## config.mk

```make
export PLATFORM = sky130hd
export DESIGN_NAME = qbio_expander
export DESIGN_NICKNAME = d
export VERILOG_FILES = /design/src/rtl/qbio_pkg.sv /design/src/rtl/qbio_bus_cond.sv /design/src/rtl/qbio_strap_addr.sv /design/src/rtl/qbio_serial_fsm.sv /design/src/rtl/qbio_pin_bank.sv /design/src/rtl/qbio_expander.sv
export SDC_FILE = /design/constraint.sdc
export NUM_CORES = 1
export LEC_CHECK = 0
export BUFFER_PORTS_ARGS = -buffer_cell sky130_fd_sc_hd__buf_2
export CELL_PAD_IN_SITES_DETAIL_PLACEMENT = 1
export CELL_PAD_IN_SITES_GLOBAL_PLACEMENT = 2
export CORE_UTILIZATION = 31
export DETAILED_ROUTE_END_ITERATION = 12
export HOLD_SLACK_MARGIN = 0.02
export PLACE_DENSITY = 0.87
export SYNTH_ARGS = -nofsm -noshare
export SYNTH_HDL_FRONTEND = slang
export SYNTH_SLANG_ARGS = --single-unit
```

## constraint.sdc

```tcl
create_clock -name clk -period 1.9 [get_ports clk]
set_input_delay 0.38 -clock clk [delete_from_list [all_inputs] [get_ports clk]]
set_output_delay 0.38 -clock clk [all_outputs]
set_load 0.01 [all_outputs]
```

## src/rtl/qbio_pkg.sv

```systemverilog
// qbio_pkg: shared types and the strap-to-address function for the
// quasi-bidirectional port expander. Assumes three straps of 2 bits each.
package qbio_pkg;

    typedef enum logic [2:0] {
        ST_IDLE,
        ST_ADDR,
        ST_AACK,
        ST_WDATA,
        ST_WACK,
        ST_RDATA,
        ST_RACK
    } ser_state_t;

    localparam int STRAP_N = 3;
    localparam int STRAP_W = 2 * STRAP_N;
    localparam int DEV_ADDR_W = 7;

    // Build the 7-bit device address from three strap codes.
    function automatic logic [DEV_ADDR_W-1:0] strap_to_addr(input logic [STRAP_W-1:0] codes);
        logic [2:0] tie_bus;
        logic [2:0] lvl;
        logic [3:0] upper;
        tie_bus = {codes[5], codes[3], codes[1]};
        lvl     = {codes[4], codes[2], codes[0]};
        case (tie_bus)
            3'd1:    upper = 4'h5;
            3'd2:    upper = 4'h2;
            3'd3:    upper = 4'h3;
            3'd4:    upper = 4'hC;
            3'd5:    upper = 4'hE;
            3'd6:    upper = 4'hA;
            3'd7:    upper = 4'hB;
            default: upper = 4'h4;
        endcase
        return {upper, lvl};
    endfunction

endpackage

```

## src/rtl/qbio_bus_cond.sv

```systemverilog
// qbio_bus_cond: detects SCL edges and START/STOP from synchronised bus
// levels. Assumes scl_i/sda_i are already free of metastability.
module qbio_bus_cond (
    input  logic clk,
    input  logic rst_n,
    input  logic scl_i,
    input  logic sda_i,
    output logic scl_rise,
    output logic scl_fall,
    output logic start_det,
    output logic stop_det
);

    logic scl_q;
    logic sda_q;

    // Hold the previous bus levels for edge comparison.
    always_ff @(posedge clk) begin
        if (!rst_n) begin
            scl_q <= 1'b1;
            sda_q <= 1'b1;
        end else begin
            scl_q <= scl_i;
            sda_q <= sda_i;
        end
    end

    // Decode edges and bus conditions from current versus previous levels.
    always_comb begin
        scl_rise  = scl_i & ~scl_q;
        scl_fall  = ~scl_i & scl_q;
        start_det = scl_i & scl_q & sda_q & ~sda_i;
        stop_det  = scl_i & scl_q & ~sda_q & sda_i;
    end

endmodule

```

## src/rtl/qbio_strap_addr.sv

```systemverilog
// qbio_strap_addr: captures the strap codes once after reset and forms the
// device address. Assumes straps are stable at reset release.
module qbio_strap_addr
    import qbio_pkg::*;
(
    input  logic                  clk,
    input  logic                  rst_n,
    input  logic [STRAP_W-1:0]    strap_code,
    output logic [DEV_ADDR_W-1:0] dev_addr,
    output logic                  addr_valid
);

    localparam logic [DEV_ADDR_W-1:0] RSV_GCALL = 7'h00;
    localparam logic [DEV_ADDR_W-1:0] RSV_DEVID = 7'h7C;

    logic                 captured;
    logic [STRAP_W-1:0]   code_q;

    // Sample the straps in the first cycle out of reset only.
    always_ff @(posedge clk) begin
        if (!rst_n) begin
            captured <= 1'b0;
            code_q   <= '0;
        end else if (!captured) begin
            captured <= 1'b1;
            code_q   <= strap_code;
        end
    end

    // Translate codes and refuse reserved addresses.
    always_comb begin
        dev_addr   = strap_to_addr(code_q);
        addr_valid = captured && (dev_addr != RSV_GCALL) && (dev_addr != RSV_DEVID);
    end

endmodule

```

## src/rtl/qbio_serial_fsm.sv

```systemverilog
// qbio_serial_fsm: byte-level target engine. Shifts address and data bits,
// acknowledges, steps the half pointer and shifts read data out. Assumes
// edge/condition strobes are single-cycle pulses from qbio_bus_cond.
module qbio_serial_fsm
    import qbio_pkg::*;
#(
    parameter int BYTE_W     = 8,
    parameter int NUM_HALVES = 2,
    parameter int PORT_W     = BYTE_W * NUM_HALVES,
    parameter int HW         = (NUM_HALVES > 1) ? $clog2(NUM_HALVES) : 1
) (
    input  logic                  clk,
    input  logic                  rst_n,
    input  logic                  scl_rise,
    input  logic                  scl_fall,
    input  logic                  start_det,
    input  logic                  stop_det,
    input  logic                  sda_i,
    input  logic [DEV_ADDR_W-1:0] dev_addr,
    input  logic                  addr_valid,
    input  logic [PORT_W-1:0]     rd_word,
    output logic                  wr_en,
    output logic [HW-1:0]         wr_half,
    output logic [BYTE_W-1:0]     wr_byte,
    output logic                  sda_pull_low
);

    localparam int CW = $clog2(BYTE_W);
    localparam logic [CW-1:0] LAST_BIT  = CW'(BYTE_W - 1);
    localparam logic [HW-1:0] LAST_HALF = HW'(NUM_HALVES - 1);

    ser_state_t        state;
    logic [CW-1:0]     bit_cnt;
    logic [BYTE_W-1:0] shreg;
    logic [BYTE_W-1:0] txreg;
    logic [HW-1:0]     half;
    logic              pending;
    logic              drive;
    logic [HW-1:0]     half_nxt;
    logic [BYTE_W-1:0] rd_byte;

    // Pointer successor and the byte selected for reading.
    always_comb begin
        half_nxt = (half == LAST_HALF) ? '0 : half + HW'(1);
        rd_byte  = rd_word[half*BYTE_W +: BYTE_W];
    end

    // Write strobe at the rising edge of a write acknowledge clock.
    always_comb begin
        wr_en   = (state == ST_WACK) && scl_rise;
        wr_half = half;
        wr_byte = shreg;
    end

    assign sda_pull_low = drive;

    // Main sequencer: bus conditions first, then per-state bit handling.
    always_ff @(posedge clk) begin
        if (!rst_n) begin
            state   <= ST_IDLE;
            bit_cnt <= '0;
            shreg   <= '0;
            txreg   <= '0;
            half    <= '0;
            pending <= 1'b0;
            drive   <= 1'b0;
        end else if (start_det) begin
            state   <= ST_ADDR;
            bit_cnt <= '0;
            half    <= '0;
            pending <= 1'b0;
            drive   <= 1'b0;
        end else if (stop_det) begin
            state   <= ST_IDLE;
            half    <= '0;
            pending <= 1'b0;
            drive   <= 1'b0;
        end else begin
            case (state)
                ST_ADDR, ST_WDATA: begin
                    if (scl_rise) begin
                        shreg   <= {shreg[BYTE_W-2:0], sda_i};
                        bit_cnt <= bit_cnt + CW'(1);
                        if (bit_cnt == LAST_BIT) pending <= 1'b1;
                    end else if (scl_fall && pending) begin
                        pending <= 1'b0;
                        if (state == ST_WDATA) begin
                            state <= ST_WACK;
                            drive <= 1'b1;
                        end else if (addr_valid && shreg[BYTE_W-1:1] == dev_addr) begin
                            state <= ST_AACK;
                            drive <= 1'b1;
                        end else begin
                            state <= ST_IDLE;
                        end
                    end
                end
                ST_AACK: begin
                    if (scl_rise && shreg[0]) begin
                        txreg <= rd_byte;
                        half  <= half_nxt;
                    end else if (scl_fall) begin
                        bit_cnt <= '0;
                        if (shreg[0]) begin
                            state <= ST_RDATA;
                            drive <= ~txreg[BYTE_W-1];
                        end else begin
                            state <= ST_WDATA;
                            drive <= 1'b0;
                        end
                    end
                end
                ST_WACK: begin
                    if (scl_rise) begin
                        half <= half_nxt;
                    end else if (scl_fall) begin
                        state   <= ST_WDATA;
                        drive   <= 1'b0;
                        bit_cnt <= '0;
                    end
                end
                ST_RDATA: begin
                    if (scl_fall) begin
                        if (bit_cnt == LAST_BIT) begin
                            state <= ST_RACK;
                            drive <= 1'b0;
                        end else begin
                            txreg   <= {txreg[BYTE_W-2:0], 1'b0};
                            drive   <= ~txreg[BYTE_W-2];
                            bit_cnt <= bit_cnt + CW'(1);
                        end
                    end
                end
                ST_RACK: begin
                    if (scl_rise) begin
                        if (!sda_i) begin
                            txreg   <= rd_byte;
                            half    <= half_nxt;
                            pending <= 1'b1;
                        end else begin
                            state <= ST_IDLE;
                        end
                    end else if (scl_fall && pending) begin
                        pending <= 1'b0;
                        state   <= ST_RDATA;
                        drive   <= ~txreg[BYTE_W-1];
                        bit_cnt <= '0;
                    end
                end
                default: ;
            endcase
        end
    end

endmodule

```

## src/rtl/qbio_pin_bank.sv

```systemverilog
// qbio_pin_bank: output latch and per-pin drive enables. One latch segment
// per port half; a written 1 raises a boost that the next SCL fall clears.
module qbio_pin_bank #(
    parameter int BYTE_W     = 8,
    parameter int NUM_HALVES = 2,
    parameter int PORT_W     = BYTE_W * NUM_HALVES,
    parameter int HW         = (NUM_HALVES > 1) ? $clog2(NUM_HALVES) : 1
) (
    input  logic              clk,
    input  logic              rst_n,
    input  logic              wr_en,
    input  logic [HW-1:0]     wr_half,
    input  logic [BYTE_W-1:0] wr_byte,
    input  logic              scl_fall,
    output logic [PORT_W-1:0] weak_up,
    output logic [PORT_W-1:0] strong_dn,
    output logic [PORT_W-1:0] boost_up
);

    logic [PORT_W-1:0] latch;
    logic [PORT_W-1:0] boost;

    for (genvar g = 0; g < NUM_HALVES; g++) begin : g_half
        logic [BYTE_W-1:0] lat_q;
        logic [BYTE_W-1:0] bst_q;

        // Update this half on its write strobe; end the boost on SCL fall.
        always_ff @(posedge clk) begin
            if (!rst_n) begin
                lat_q <= '1;
                bst_q <= '0;
            end else if (wr_en && wr_half == HW'(g)) begin
                lat_q <= wr_byte;
                bst_q <= wr_byte;
            end else if (scl_fall) begin
                bst_q <= '0;
            end
        end

        assign latch[g*BYTE_W +: BYTE_W] = lat_q;
        assign boost[g*BYTE_W +: BYTE_W] = bst_q;
    end

    // Per-pin drive selection from the latch.
    for (genvar p = 0; p < PORT_W; p++) begin : g_pin
        assign weak_up[p]   = latch[p];
        assign strong_dn[p] = ~latch[p];
        assign boost_up[p]  = boost[p] & latch[p];
    end

endmodule

```

## src/rtl/qbio_expander.sv

```systemverilog
// qbio_expander: top of the quasi-bidirectional I2C port expander. Wires the
// bus condition detector, strap address decoder, serial engine and pin bank.
// Assumes synchronised SCL/SDA and port_in levels.
module qbio_expander
    import qbio_pkg::*;
#(
    parameter int BYTE_W     = 8,
    parameter int NUM_HALVES = 2,
    parameter int PORT_W     = BYTE_W * NUM_HALVES
) (
    input  logic              clk,
    input  logic              rst_n,
    input  logic              scl_i,
    input  logic              sda_i,
    input  logic [5:0]        strap_code,
    input  logic [PORT_W-1:0] port_in,
    output logic              sda_pull_low,
    output logic [PORT_W-1:0] weak_up,
    output logic [PORT_W-1:0] strong_dn,
    output logic [PORT_W-1:0] boost_up
);

    localparam int HW = (NUM_HALVES > 1) ? $clog2(NUM_HALVES) : 1;

    logic                  scl_rise;
    logic                  scl_fall;
    logic                  start_det;
    logic                  stop_det;
    logic [DEV_ADDR_W-1:0] dev_addr;
    logic                  addr_valid;
    logic                  wr_en;
    logic [HW-1:0]         wr_half;
    logic [BYTE_W-1:0]     wr_byte;

    qbio_bus_cond u_cond (
        .clk       (clk),
        .rst_n     (rst_n),
        .scl_i     (scl_i),
        .sda_i     (sda_i),
        .scl_rise  (scl_rise),
        .scl_fall  (scl_fall),
        .start_det (start_det),
        .stop_det  (stop_det)
    );

    qbio_strap_addr u_addr (
        .clk        (clk),
        .rst_n      (rst_n),
        .strap_code (strap_code),
        .dev_addr   (dev_addr),
        .addr_valid (addr_valid)
    );

    qbio_serial_fsm #(
        .BYTE_W     (BYTE_W),
        .NUM_HALVES (NUM_HALVES),
        .PORT_W     (PORT_W),
        .HW         (HW)
    ) u_fsm (
        .clk          (clk),
        .rst_n        (rst_n),
        .scl_rise     (scl_rise),
        .scl_fall     (scl_fall),
        .start_det    (start_det),
        .stop_det     (stop_det),
        .sda_i        (sda_i),
        .dev_addr     (dev_addr),
        .addr_valid   (addr_valid),
        .rd_word      (port_in),
        .wr_en        (wr_en),
        .wr_half      (wr_half),
        .wr_byte      (wr_byte),
        .sda_pull_low (sda_pull_low)
    );

    qbio_pin_bank #(
        .BYTE_W     (BYTE_W),
        .NUM_HALVES (NUM_HALVES),
        .PORT_W     (PORT_W),
        .HW         (HW)
    ) u_pins (
        .clk       (clk),
        .rst_n     (rst_n),
        .wr_en     (wr_en),
        .wr_half   (wr_half),
        .wr_byte   (wr_byte),
        .scl_fall  (scl_fall),
        .weak_up   (weak_up),
        .strong_dn (strong_dn),
        .boost_up  (boost_up)
    );

endmodule

```

==> impl_metrics.env <==
export IMPL_synth_ff_type="dfxtp_1"
export IMPL_drtIter0Drc=77
export IMPL_status="finished clean"
export IMPL_worst_slack_ns=0.07853
export IMPL_post_route_min_period_ns=1.821
export IMPL_clk_path_buf_depth=2
export IMPL_insertion_delay_ns=0.34
export IMPL_wl_per_cell_um=14.70
export IMPL_grt_pass1_wl_um=14450
export IMPL_cts_sinks=66
export IMPL_synthesis_area_mm2=0.003192
export IMPL_fmax_mhz=549.0
export IMPL_syn_to_final_growth_pct=26.85
export IMPL_drcViolationCount=0
export IMPL_gr_usage_all_layers_pct=17.67
export IMPL_hold_viol=0
export IMPL_syn_nets=409
export IMPL_dpl_cell_count=591
export IMPL_die_h_um=103.5
export IMPL_vias=2995
export IMPL_num_antenna_cells=0
export IMPL_cts_tree="built"
export IMPL_period_share_pct=95.87
export IMPL_path_cells="ha_1 -> ha_2 -> nand2_1 -> a21oi_1 -> or4_4 -> o21ai_1 -> a21oi_1"
export IMPL_io_pins=75
export IMPL_grt_max_degree=32
export IMPL_crit_arrival_ns=2.06
export IMPL_yosys_warnings=0
export IMPL_worstSetupEndpointType="flop"
export IMPL_skew_ns=0.01155
export IMPL_max_slew_margin_rel_pct=61.53
export IMPL_start_util_pct=32.36
export IMPL_synth_cell_types=52
export IMPL_place_congestion=0.8574
export IMPL_cts_buffers=9
export IMPL_via_per_inst=4.934
export IMPL_dp_hpwl_um=6752
export IMPL_synth_seq_area_share_pct=41.40
export IMPL_grt_pass1_vias=2998
export IMPL_port_buffers=74
export IMPL_hold_path_class="input pin to flop"
export IMPL_yosys_area_top_type="dfxtp_1"
export IMPL_critPathSlowestCell="or4_4"
export IMPL_yosys_top_cells_count="dfxtp_1 (66), nand2_1 (63), a21oi_1 (47)"
export IMPL_synth_edf_count=0
export IMPL_yosysMostFrequentCell="dfxtp_1"
export IMPL_startpoint_type="flop"
export IMPL_setup_viol=0
export IMPL_drtPass1Iterations=4
export IMPL_rsz0062_at_grt="false"
export IMPL_nNetsFinal=497
export IMPL_p_leak_nw=1.778
export IMPL_p_total_mw=3.948
export IMPL_synth_seq_cells=66
export IMPL_clkTransAtPathRegs_ns=0.08
export IMPL_syn_mean_instance_area_um2=8.377
export IMPL_critPathTopFamily="simple AND/OR/NAND/NOR gates"
export IMPL_crit_fanout=4
export IMPL_cts_root_buf="clkbuf_8"
export IMPL_ant_nets=0
export IMPL_wl_um=8921
export IMPL_max_stage_delay_ns=0.55
export IMPL_post_place_ws_ns=-0.1321
export IMPL_synth_top_area_share_pct=41.40
export IMPL_antenna_found_initial=0
export IMPL_finalMaxSlewViolations=0
export IMPL_async_reset_ff_share_pct=0
export IMPL_grt_overflow=0
export IMPL_crit_required_ns=2.14
export IMPL_die_x_um=103.5
export IMPL_cpMostUsedCell="a21oi_1"
export IMPL_crit_type="flop to flop"
export IMPL_synthCells=381
export IMPL_final_util_pct=41.05
export IMPL_cp_num_buf_inv=0
export IMPL_maxCapViolations=0
export IMPL_dieArea_mm2=0.01071
export IMPL_ir_drop_v=0.0003216
export IMPL_h_tree_depth=3
export IMPL_rows=36
export IMPL_drive_gt1_share_pct=29.11
export IMPL_fin_cells=607
export IMPL_synth_area_top_cells="dfxtp_1 (41%), nand2_1 (7.4%), a21oi_1 (7.4%)"
export IMPL_power_density_mw_per_mm2=975.0
export IMPL_tightest_slew_ns=0.5771
export IMPL_core_area_mm2=0.009864
export IMPL_postCtsSetupBuffers=0
stage by stage:
stage | setup TNS, ns | hold WS [ns] | area, µm²
after CTS | 0 | 0.2519 | 4013
after global routing | 0 | 0.2766 | 4049
after global placement | -0.006603 | 0.4402 | 3800
final | 0 | 0.2643 | 4049
after detailed placement | -0.1678 | 0.4457 | 3800
after floorplan | 0 | 0.4077 | 3192
report_power, final:
group | switching, mW | internal (mW)
logic | 0.654 | 0.524
clock network | 0.568 | 0.644
registers | 0.109 | 1.45
layer usage:
metal  up-vias  GRT usage [%]  share of wire, %
met5         -              0                 0
met4         0          5.092              0.59
met3         6          4.772               5.4
met2        88          28.99                47
met1      1420          22.76                47
li1       1481              -                 -
sequential cells by signal (all words and copies together) (netlist names):
name                 count
u_fsm.wr_half            1
u_addr.captured          1
u_pins.g_half.bst_q     16
u_fsm.bit_cnt            3
u_pins.g_half.lat_q     16
u_fsm.txreg              8
u_fsm.sda_pull_low       1
u_fsm.state              3
u_addr.code_q            6
u_fsm.wr_byte            8
u_cond.scl_q             1
u_cond.sda_q             1
u_fsm.pending            1
path summary, 6_finish.rpt:
path                                                from                                      to  slack, ns  cells after the start
setup / recovery           u_fsm.bit_cnt[0]$_SDFFE_PP0P_           u_fsm.bit_cnt[0]$_SDFFE_PP0P_       0.08                      7
hold reg to reg   u_pins.g_half[1].bst_q[1]$_SDFFE_PN0P_  u_pins.g_half[1].bst_q[1]$_SDFFE_PN0P_       0.45                      2
setup reg to reg           u_fsm.bit_cnt[0]$_SDFFE_PP0P_           u_fsm.bit_cnt[0]$_SDFFE_PP0P_       0.08                      7
hold / removal                                     rst_n                 u_cond.scl_q$_SDFF_PN1_       0.26                      2
final cells by class:
cell class / count / area [µm²]
fill: 1237 / 5816
tap: 133 / 166.4
clock buffer: 10 / 137.6
inverter: 22 / 82.58
clock inverter: 6 / 65.06
multi-input combinational: 271 / 1695
sequential: 66 / 1331
timing repair buffer: 99 / 570.5
worst register-to-register path, delay by kind of cell (launching register included):
family                   cells  cell delay [ns]
AND/OR/NAND/NOR              2             0.63
adder cells (fa/ha/maj)      2             0.43
flip-flops                   1             0.34
AO/OA/AOI/OAI                3             0.32
cells by family after synthesis:
group,after synthesis,synth area share (%)
AND/OR/NAND/NOR,151,24.54
AO/OA/AOI/OAI,88,17.48
flip-flops,66,41.40
buffers and inverters,44,6.625
multiplexers,23,7.252
XOR/XNOR,7,1.921
adder cells (fa/ha/maj),2,0.7839
cells in the final DEF, fill, tap and decap left out, types with 2 or more instances in the layout:
| master | synthesis | layout |
|---|---|---|
| a21oi_1 | 47 | 47 |
| nand3b_1 | 3 | 3 |
| and2_1 | 16 | 16 |
| nand2_1 | 63 | 63 |
| buf_4 | 3 | 24 |
| buf_2 | 4 | 74 |
| dfxtp_2 | 0 | 5 |
| mux2i_1 | 22 | 22 |
| nand4b_1 | 4 | 4 |
| nand4_1 | 2 | 2 |
| dfxtp_1 | 66 | 60 |
| o21ai_1 | 1 | 5 |
| clkbuf_8 | 0 | 10 |
| nand3_1 | 3 | 3 |
| nor2_1 | 33 | 33 |
| a211oi_1 | 2 | 2 |
| o211ai_1 | 16 | 16 |
| o21ai_0 | 9 | 5 |
| inv_1 | 22 | 22 |
| nand2b_1 | 7 | 7 |
| and3b_1 | 2 | 2 |
| a31oi_1 | 2 | 2 |
| nor3_1 | 3 | 3 |
| clkinv_2 | 0 | 2 |
| xnor2_1 | 7 | 7 |
timing repair:
item / 4_1_cts / 5_1_grt
resized for setup: 3 / 15
hold buffers: 0 / 0
endpoints found under the setup margin: 4 / 19
pin swaps: 0 / 2
No activity file was read; power rests on OpenSTA's default activity.
